--- src/rtl/alu_pkg.sv ---
package alu_pkg;
  localparam int OP_W = 4;

  typedef enum logic [OP_W-1:0] {
    OP_ADD = 4'd0,
    OP_SUB = 4'd1,
    OP_AND = 4'd2,
    OP_OR  = 4'd3,
    OP_XOR = 4'd4,
    OP_NOT = 4'd5,
    OP_SLL = 4'd6,
    OP_SRL = 4'd7,
    OP_SRA = 4'd8
  } alu_op_e;

  typedef enum int {
    SH_LEFT  = 0,
    SH_LOGIC = 1,
    SH_ARITH = 2
  } shift_kind_e;
endpackage

--- src/rtl/alu_addsub.sv ---
module alu_addsub #(
  parameter int W = 32
) (
  input  logic [W-1:0] a_i,
  input  logic [W-1:0] b_i,
  input  logic         sub_i,
  output logic [W-1:0] sum_o,
  output logic         carry_o,
  output logic         ovf_o
);
  logic [W-1:0] b_eff;
  logic [W:0]   total;

  // subtract: invert b and inject carry-in
  assign b_eff = b_i ^ {W{sub_i}};
  assign total = {1'b0, a_i} + {1'b0, b_eff} + {{W{1'b0}}, sub_i};

  assign sum_o   = total[W-1:0];
  assign carry_o = total[W];
  assign ovf_o   = (a_i[W-1] == b_eff[W-1]) && (total[W-1] != a_i[W-1]);
endmodule

--- src/rtl/alu_log_shifter.sv ---
module alu_log_shifter
  import alu_pkg::*;
#(
  parameter int          W    = 32,
  parameter shift_kind_e KIND = SH_LEFT,
  localparam int         SW   = $clog2(W)
) (
  input  logic [W-1:0]  data_i,
  input  logic [SW-1:0] amt_i,
  output logic [W-1:0]  data_o
);
  logic [SW:0][W-1:0] stg;
  logic               fill;

  assign fill   = (KIND == SH_ARITH) ? data_i[W-1] : 1'b0;
  assign stg[0] = data_i;

  for (genvar k = 0; k < SW; k++) begin : g_stage
    localparam int S = 1 << k;
    logic [W-1:0] moved;
    if (KIND == SH_LEFT) begin : g_l
      assign moved = {stg[k][W-1-S:0], {S{1'b0}}};
    end else begin : g_r
      assign moved = {{S{fill}}, stg[k][W-1:S]};
    end
    assign stg[k+1] = amt_i[k] ? moved : stg[k];
  end

  assign data_o = stg[SW];
endmodule

--- src/rtl/alu_core.sv ---
module alu_core
  import alu_pkg::*;
#(
  parameter int  W  = 32,
  localparam int SW = $clog2(W)
) (
  input  logic            clk_i,
  input  logic            rst_ni,
  input  logic [OP_W-1:0] op_i,
  input  logic [W-1:0]    a_i,
  input  logic [W-1:0]    b_i,
  input  logic [SW-1:0]   shamt_i,
  output logic [W-1:0]    result_o,
  output logic            carry_o,
  output logic            ovf_o
);
  localparam int NSH = 3;

  alu_op_e      op;
  logic [W-1:0] sum;
  logic         add_c, add_v;
  logic [W-1:0] sh_res [NSH];
  logic [W-1:0] res_d;
  logic         c_d, v_d;

  assign op = alu_op_e'(op_i);

  alu_addsub #(.W(W)) u_addsub (
    .a_i    (a_i),
    .b_i    (b_i),
    .sub_i  (op == OP_SUB),
    .sum_o  (sum),
    .carry_o(add_c),
    .ovf_o  (add_v)
  );

  for (genvar g = 0; g < NSH; g++) begin : g_sh
    alu_log_shifter #(.W(W), .KIND(shift_kind_e'(g))) u_sh (
      .data_i(a_i),
      .amt_i (shamt_i),
      .data_o(sh_res[g])
    );
  end

  always_comb begin
    res_d = '0;
    c_d   = 1'b0;
    v_d   = 1'b0;
    case (op)
      OP_ADD, OP_SUB: begin
        res_d = sum;
        c_d   = add_c;
        v_d   = add_v;
      end
      OP_AND:  res_d = a_i & b_i;
      OP_OR:   res_d = a_i | b_i;
      OP_XOR:  res_d = a_i ^ b_i;
      OP_NOT:  res_d = ~a_i;
      OP_SLL:  res_d = sh_res[SH_LEFT];
      OP_SRL:  res_d = sh_res[SH_LOGIC];
      OP_SRA:  res_d = sh_res[SH_ARITH];
      default: res_d = '0;
    endcase
  end

  always_ff @(posedge clk_i or negedge rst_ni) begin
    if (!rst_ni) begin
      result_o <= '0;
      carry_o  <= 1'b0;
      ovf_o    <= 1'b0;
    end else begin
      result_o <= res_d;
      carry_o  <= c_d;
      ovf_o    <= v_d;
    end
  end
endmodule

--- config.mk ---
export PLATFORM = sky130hd
export DESIGN_NAME = alu_core
export DESIGN_NICKNAME = d
export VERILOG_FILES = /design/src/rtl/alu_pkg.sv /design/src/rtl/alu_addsub.sv /design/src/rtl/alu_log_shifter.sv /design/src/rtl/alu_core.sv
export SDC_FILE = /design/constraint.sdc
export NUM_CORES = 1
export LEC_CHECK = 0
export BUFFER_PORTS_ARGS = -buffer_cell sky130_fd_sc_hd__buf_2
export CAP_MARGIN = 20
export CORE_UTILIZATION = 61
export DETAILED_ROUTE_END_ITERATION = 6
export HOLD_SLACK_MARGIN = 0.06
export PLACE_DENSITY = 0.84
export RECOVER_POWER = 25
export SYNTH_ARGS = -nofsm -noshare
export SYNTH_HDL_FRONTEND = slang
export SYNTH_SLANG_ARGS = --single-unit
--- constraint.sdc ---
create_clock -name clk_i -period 0.8 [get_ports clk_i]
set_input_delay 0 -clock clk_i [delete_from_list [all_inputs] [get_ports clk_i]]
set_output_delay 0 -clock clk_i [all_outputs]
set_load 0.05 [all_outputs]
==> qor.csv, run 1 <==
stage,metric,value,unit
synthesis,synth_cells,1037,
synthesis,synth_flop_cell,dfrtp_1,
synthesis,ys_types,68,
run_status,status,aborted with a tool error,
synthesis,ys_ff_latch,34,
clock_tree,cts_buffers,5,
synthesis,synth_top_area_frac,0.152,
placed_design,dp_cells,1632,
floorplanning,floorplan.initialDensity,0.635,
placed_design,pre_cts_ws,-2.32,ns
synthesis,yosysSeqAreaShare,0.104,
clock_tree,htreeDepth,2,
floorplanning,rows,41,
synthesis,syn_avg_cell_area,7.85,µm²
placed_design,postPlaceCellArea,11800,µm²
synthesis,synth-edff-count,0,
synthesis,synthArstFlopShare,1.00,
placed_design,dp_hpwl,32.9,mm
clock_tree,cts_max_path_buffers,2,
clock_tree,postCtsSetupRepairBufs,19,
synthesis,synth_fp_nets,1212,
clock_tree,postCtsHoldBufs,1,
floorplanning,die_w,118,µm
synthesis,yosysTopAreaCell,ha_1,
synthesis,yosys_warnings,0,
clock_tree,clock_sinks,34,
placed_design,gp_congestion,1.20,
clock_tree,cts-root-buf,clkbuf_16,
floorplanning,die_h,118,µm
run_status,error_line,"[ERROR DPL-0038] Utilization greater than 100%, impossible to legalize",
clock_tree,cts_resized,166,
synthesis,synth_area,8140,µm²
placed_design,io_buffers,108,
run_status,lastStage,clock tree synthesis,
floorplanning,pin_count,109,
synthesis,synthTopCellsByArea,"ha_1, mux2i_1, dfrtp_1",
cell usage after synthesis (all sizes together) (12+ instances only):
cell,n
ha,99
mux2i,88
o21ai,88
nor2,86
a21oi,85
inv,72
nand2,65
xnor2,42
clkbuf,40
dfrtp,34
buf,31
mux4,24
o211ai,22
nor3,21
o22ai,21
nand2b,19
a21o,15
a221oi,15
a22o,13
xor2,13
a211oi,12
mux2,12
stage by stage:
stage | hold WS, ns | util | setup TNS [ns]
detailed placement | -0.0929 | 0.917 | -65.96
global placement | -0.110 | 0.917 | -60.80
floorplan | -0.296 | - | -51.35
logic make-up after synthesis:
| group | after synthesis | synth area share |
|---|---|---|
| adder cells (fa/ha/maj) | 100 | 0.155 |
| AO/OA/AOI/OAI | 343 | 0.281 |
| multiplexers | 124 | 0.191 |
| buffers and inverters | 145 | 0.0744 |
| XOR/XNOR | 55 | 0.0591 |
| flip-flops | 34 | 0.104 |
| AND/OR/NAND/NOR | 236 | 0.136 |
==> inputs of run 2 (changes only) <==
--- a/config.mk
+++ b/config.mk
@@ -7,10 +7,9 @@
 export LEC_CHECK = 0
 export BUFFER_PORTS_ARGS = -buffer_cell sky130_fd_sc_hd__buf_2
 export CAP_MARGIN = 20
-export CORE_UTILIZATION = 61
+export CORE_UTILIZATION = 40
 export DETAILED_ROUTE_END_ITERATION = 6
-export HOLD_SLACK_MARGIN = 0.06
-export PLACE_DENSITY = 0.84
+export PLACE_DENSITY_LB_ADDON = 0.15
 export RECOVER_POWER = 25
 export SYNTH_ARGS = -nofsm -noshare
 export SYNTH_HDL_FRONTEND = slang
==> qor.csv, run 2 <==
stage,metric,value,unit,change
run_status,status,finished with violations,,was aborted with a tool error
run_status,failed_checks,negative setup slack,,
global_route,overflow,0,,
placed_design,gp_congestion,0.966,,was 1.20
global_route,grt_max_degree,35,,
layout,final_common_cell,buf_4,,
layout,antenna_cells,0,,
power_and_ir_drop,peakVddDrop,0.906,mV,
power_and_ir_drop,clockPowerShare,0.137,,
clock_tree,cts_buffers,5,,unchanged
floorplanning,die_h,145,µm,was 118 µm
sta,setup_viol,67,,
clock_tree,cts-root-buf,clkbuf_16,,unchanged
global_route,grt_pass1_wl,56.1,mm,
synthesis,synth_cells,1037,,unchanged
synthesis,synthAdderAreaFrac,0.155,,unchanged
sta,fmax,375,MHz,
global_route,grt_pass1_vias,10000,,
sta,holdWs,0.233,ns,
power_and_ir_drop,power.switching,0.00643,W,
routing,avgRoutedWirePerCell,21.1,µm,
sta,rsz0062_at_grt,yes,,
sta,fin_setup_tns,-55.33,ns,
synthesis,synthXorXnorAreaFrac,0.0591,,unchanged
synthesis,yosysTopAreaCell,ha_1,,unchanged
synthesis,synth_area,8140,µm²,unchanged
synthesis,synth_compound_area_frac,0.281,,unchanged
layout,largestRegisters,"result_o (32), carry_o (1), ovf_o (1)",,
synthesis,synth_fp_nets,1212,,unchanged
floorplanning,rows,51,,was 41
routing,wl,38.3,mm,
sta,period_needed,2.66,ns,
critical_path,crit_start,op_i[3],,
sta,finalCritPeriodShare,3.33,,
synthesis,ys_ff_latch,34,,unchanged
layout,design_area,13700,µm²,
layout,largest_reg_flops,32,,
synthesis,synth_top_family_by_area,compound AO/OA/AOI/OAI gates,,unchanged
power_and_ir_drop,power_frac_seq,0.142,,
worst_hold_path,holdCritPathClass,primary input to flop,,
placed_design,dp_hpwl,30.0,mm,was 32.9 mm
placed_design,postPlaceCellArea,12200,µm²,was 11800 µm²
sta,hold_viol_final,0,,
critical_path,crit_required,0.95,ns,
synthesis,synthTopCellsByArea,"ha_1, mux2i_1, dfrtp_1",,unchanged
clock_tree,cts_max_path_buffers,2,,unchanged
synthesis,synth_top_area_frac,0.152,,unchanged
synthesis,synth.area.mux_share,0.191,,unchanged
sta,finalMaxSlewViolations,0,,
synthesis,synth-edff-count,0,,unchanged
power_and_ir_drop,combPwrFrac,0.721,,
flow_run,cap_violations,0,,
routing,drt-pass1-iter-count,5,,
synthesis,yosys_warnings,0,,unchanged
layout,area_growth_syn_to_layout,68.6,%,
placed_design,io_buffers,108,,unchanged
sta,tightest_slew,0.618,ns,
critical_path,endpoint,result_o[30],,
floorplanning,die_w,145,µm,was 118 µm
layout,top_register,result_o,,
power_and_ir_drop,p_sw_frac,0.439,,
power_and_ir_drop,p_total,0.0147,W,
routing,ant_nets,0,,
critical_path,cp.arrival,2.81,ns,
critical_path,critical_path_class,primary input to flop,,
sta,relSlewSlack,0.584,,
synthesis,synth.most_common_cell,ha_1,,unchanged
layout,layout_common_cells,"buf_4, ha_1, mux2i_1",,
layout,final_util,0.696,,
clock_tree,htreeDepth,2,,unchanged
synthesis,synth_flop_cell,dfrtp_1,,unchanged
layout,final_nets,1727,,
routing,via_count,10300,,
power_and_ir_drop,p_leak,6.72,nW,
clock_tree,clock_sinks,34,,unchanged
critical_path,path_max_fanout,6,,
critical_path,end_kind,flop,,
synthesis,ys_types,68,,unchanged
clock_tree,path_clk_slew,0.05,ns,
global_route,track_usage,0.361,,
global_route,antenna_found_initial,0,,
power_and_ir_drop,p_int,0.00823,W,
floorplanning,core_area,19700,µm²,
floorplanning,pin_count,109,,unchanged
synthesis,synth-simple-area-share,0.136,,unchanged
power_and_ir_drop,pwr_density_cell,1070,nW/µm²,
routing,via_per_inst,5.66,,
synthesis,synthArstFlopShare,1.00,,unchanged
clock_tree,cts_tree,yes,,
layout,drive_above_1_share,0.476,,
floorplanning,die_area,20900,µm²,
synthesis,yosysSeqAreaShare,0.104,,unchanged
synthesis,ys_top_cells_by_count,"ha_1, mux2i_1, o21ai_0, nor2_1, a21oi_1",,unchanged
routing,detailedRoute.firstIterationViolations,875,,
routing,drcViolationCount,0,,
sta,setup_slack,-1.86,ns,
synthesis,syn_avg_cell_area,7.85,µm²,unchanged
floorplanning,floorplan.initialDensity,0.413,,was 0.635
critical_path,start_kind,primary input,,
## run 2: critical path, stage by stage
cell	delay [ns]
buf_8	0.10
nor4b_4	0.27
buf_6	0.15
buf_12	0.15
buf_4	0.13
mux2i_1	0.08
fa_2	0.34
nand2b_4	0.16
a21oi_4	0.16
o211ai_1	0.11
nand3_2	0.13
a41oi_4	0.17
o31a_1	0.36
o21ai_2	0.19
xnor2_1	0.14
o2111ai_1	0.14
## run 2: power groups by stage
stage	sequential (W)	combinational, W	clock, W
global placement	0.00205	0.00872	0
CTS	0.00208	0.00978	0.00204
detailed placement	0.00204	0.00878	0
finish	0.00208	0.0106	0.00201
floorplan	0.00285	0.00390	0
global route	0.00209	0.0112	0.00210
## run 2: worst min-delay path by stage
stage	startpoint	endpoint	slack, ns	depth (start not counted)
6_report	shamt_i[4]	result_o[28]	0.23	4
5_1_grt	shamt_i[4]	result_o[28]	0.25	4
4_1_cts	rst_ni	result_o[2]	0.23	3
3_5_place_dp	rst_ni	result_o[2]	-0.008	2
3_3_place_gp	rst_ni	result_o[25]	-0.01	2
2_1_floorplan	rst_ni	carry_o	-0.30	0
## run 2: cells by family (layout without fill, tap and decap cells)
logic type / count (synthesis) / count (layout)
compound gates: 343 / 343
xor+xnor: 55 / 55
fa+ha+maj: 100 / 100
buf+inv: 145 / 661
simple gates: 236 / 236
mux: 124 / 124
flops: 34 / 34
## run 2: through the flow
stage          worst slack (ns)  std cells
4_1_cts                   -1.74       1798
3_3_place_gp              -2.06       1766
2_1_floorplan             -1.84       1037
6_report                  -1.86       1818
3_5_place_dp              -2.08       1766
5_1_grt                   -1.97       1818
## run 2: layer usage
| layer | up-vias | wire (µm) | track usage |
|---|---|---|---|
| li1 | 4867 | - | - |
| met2 | 408 | 18500 | 0.629 |
| met1 | 4898 | 16000 | 0.440 |
| met5 | - | 0 | 0 |
| met3 | 109 | 1760 | 0.0369 |
| met4 | 0 | 2050 | 0.186 |
## run 2: cell type report
type	count	area (µm²)
multi-input cells	858	7480
clock buffers	7	143
flip-flops and latches	34	851
inverters	74	278
well taps	265	332
repair buffers	579	4640
clock inverters	1	5.00
fillers	1622	5990
## run 2: timing repair
action,in CTS,in global routing
buffers inserted,24,21
gates cloned,1,1
resized for setup,167,63
endpoints found under the hold margin,34,0
pin swaps,57,56
hold buffers,1,0
setup endpoints to repair,68,68
No activity file was read; power rests on OpenSTA's default activity.
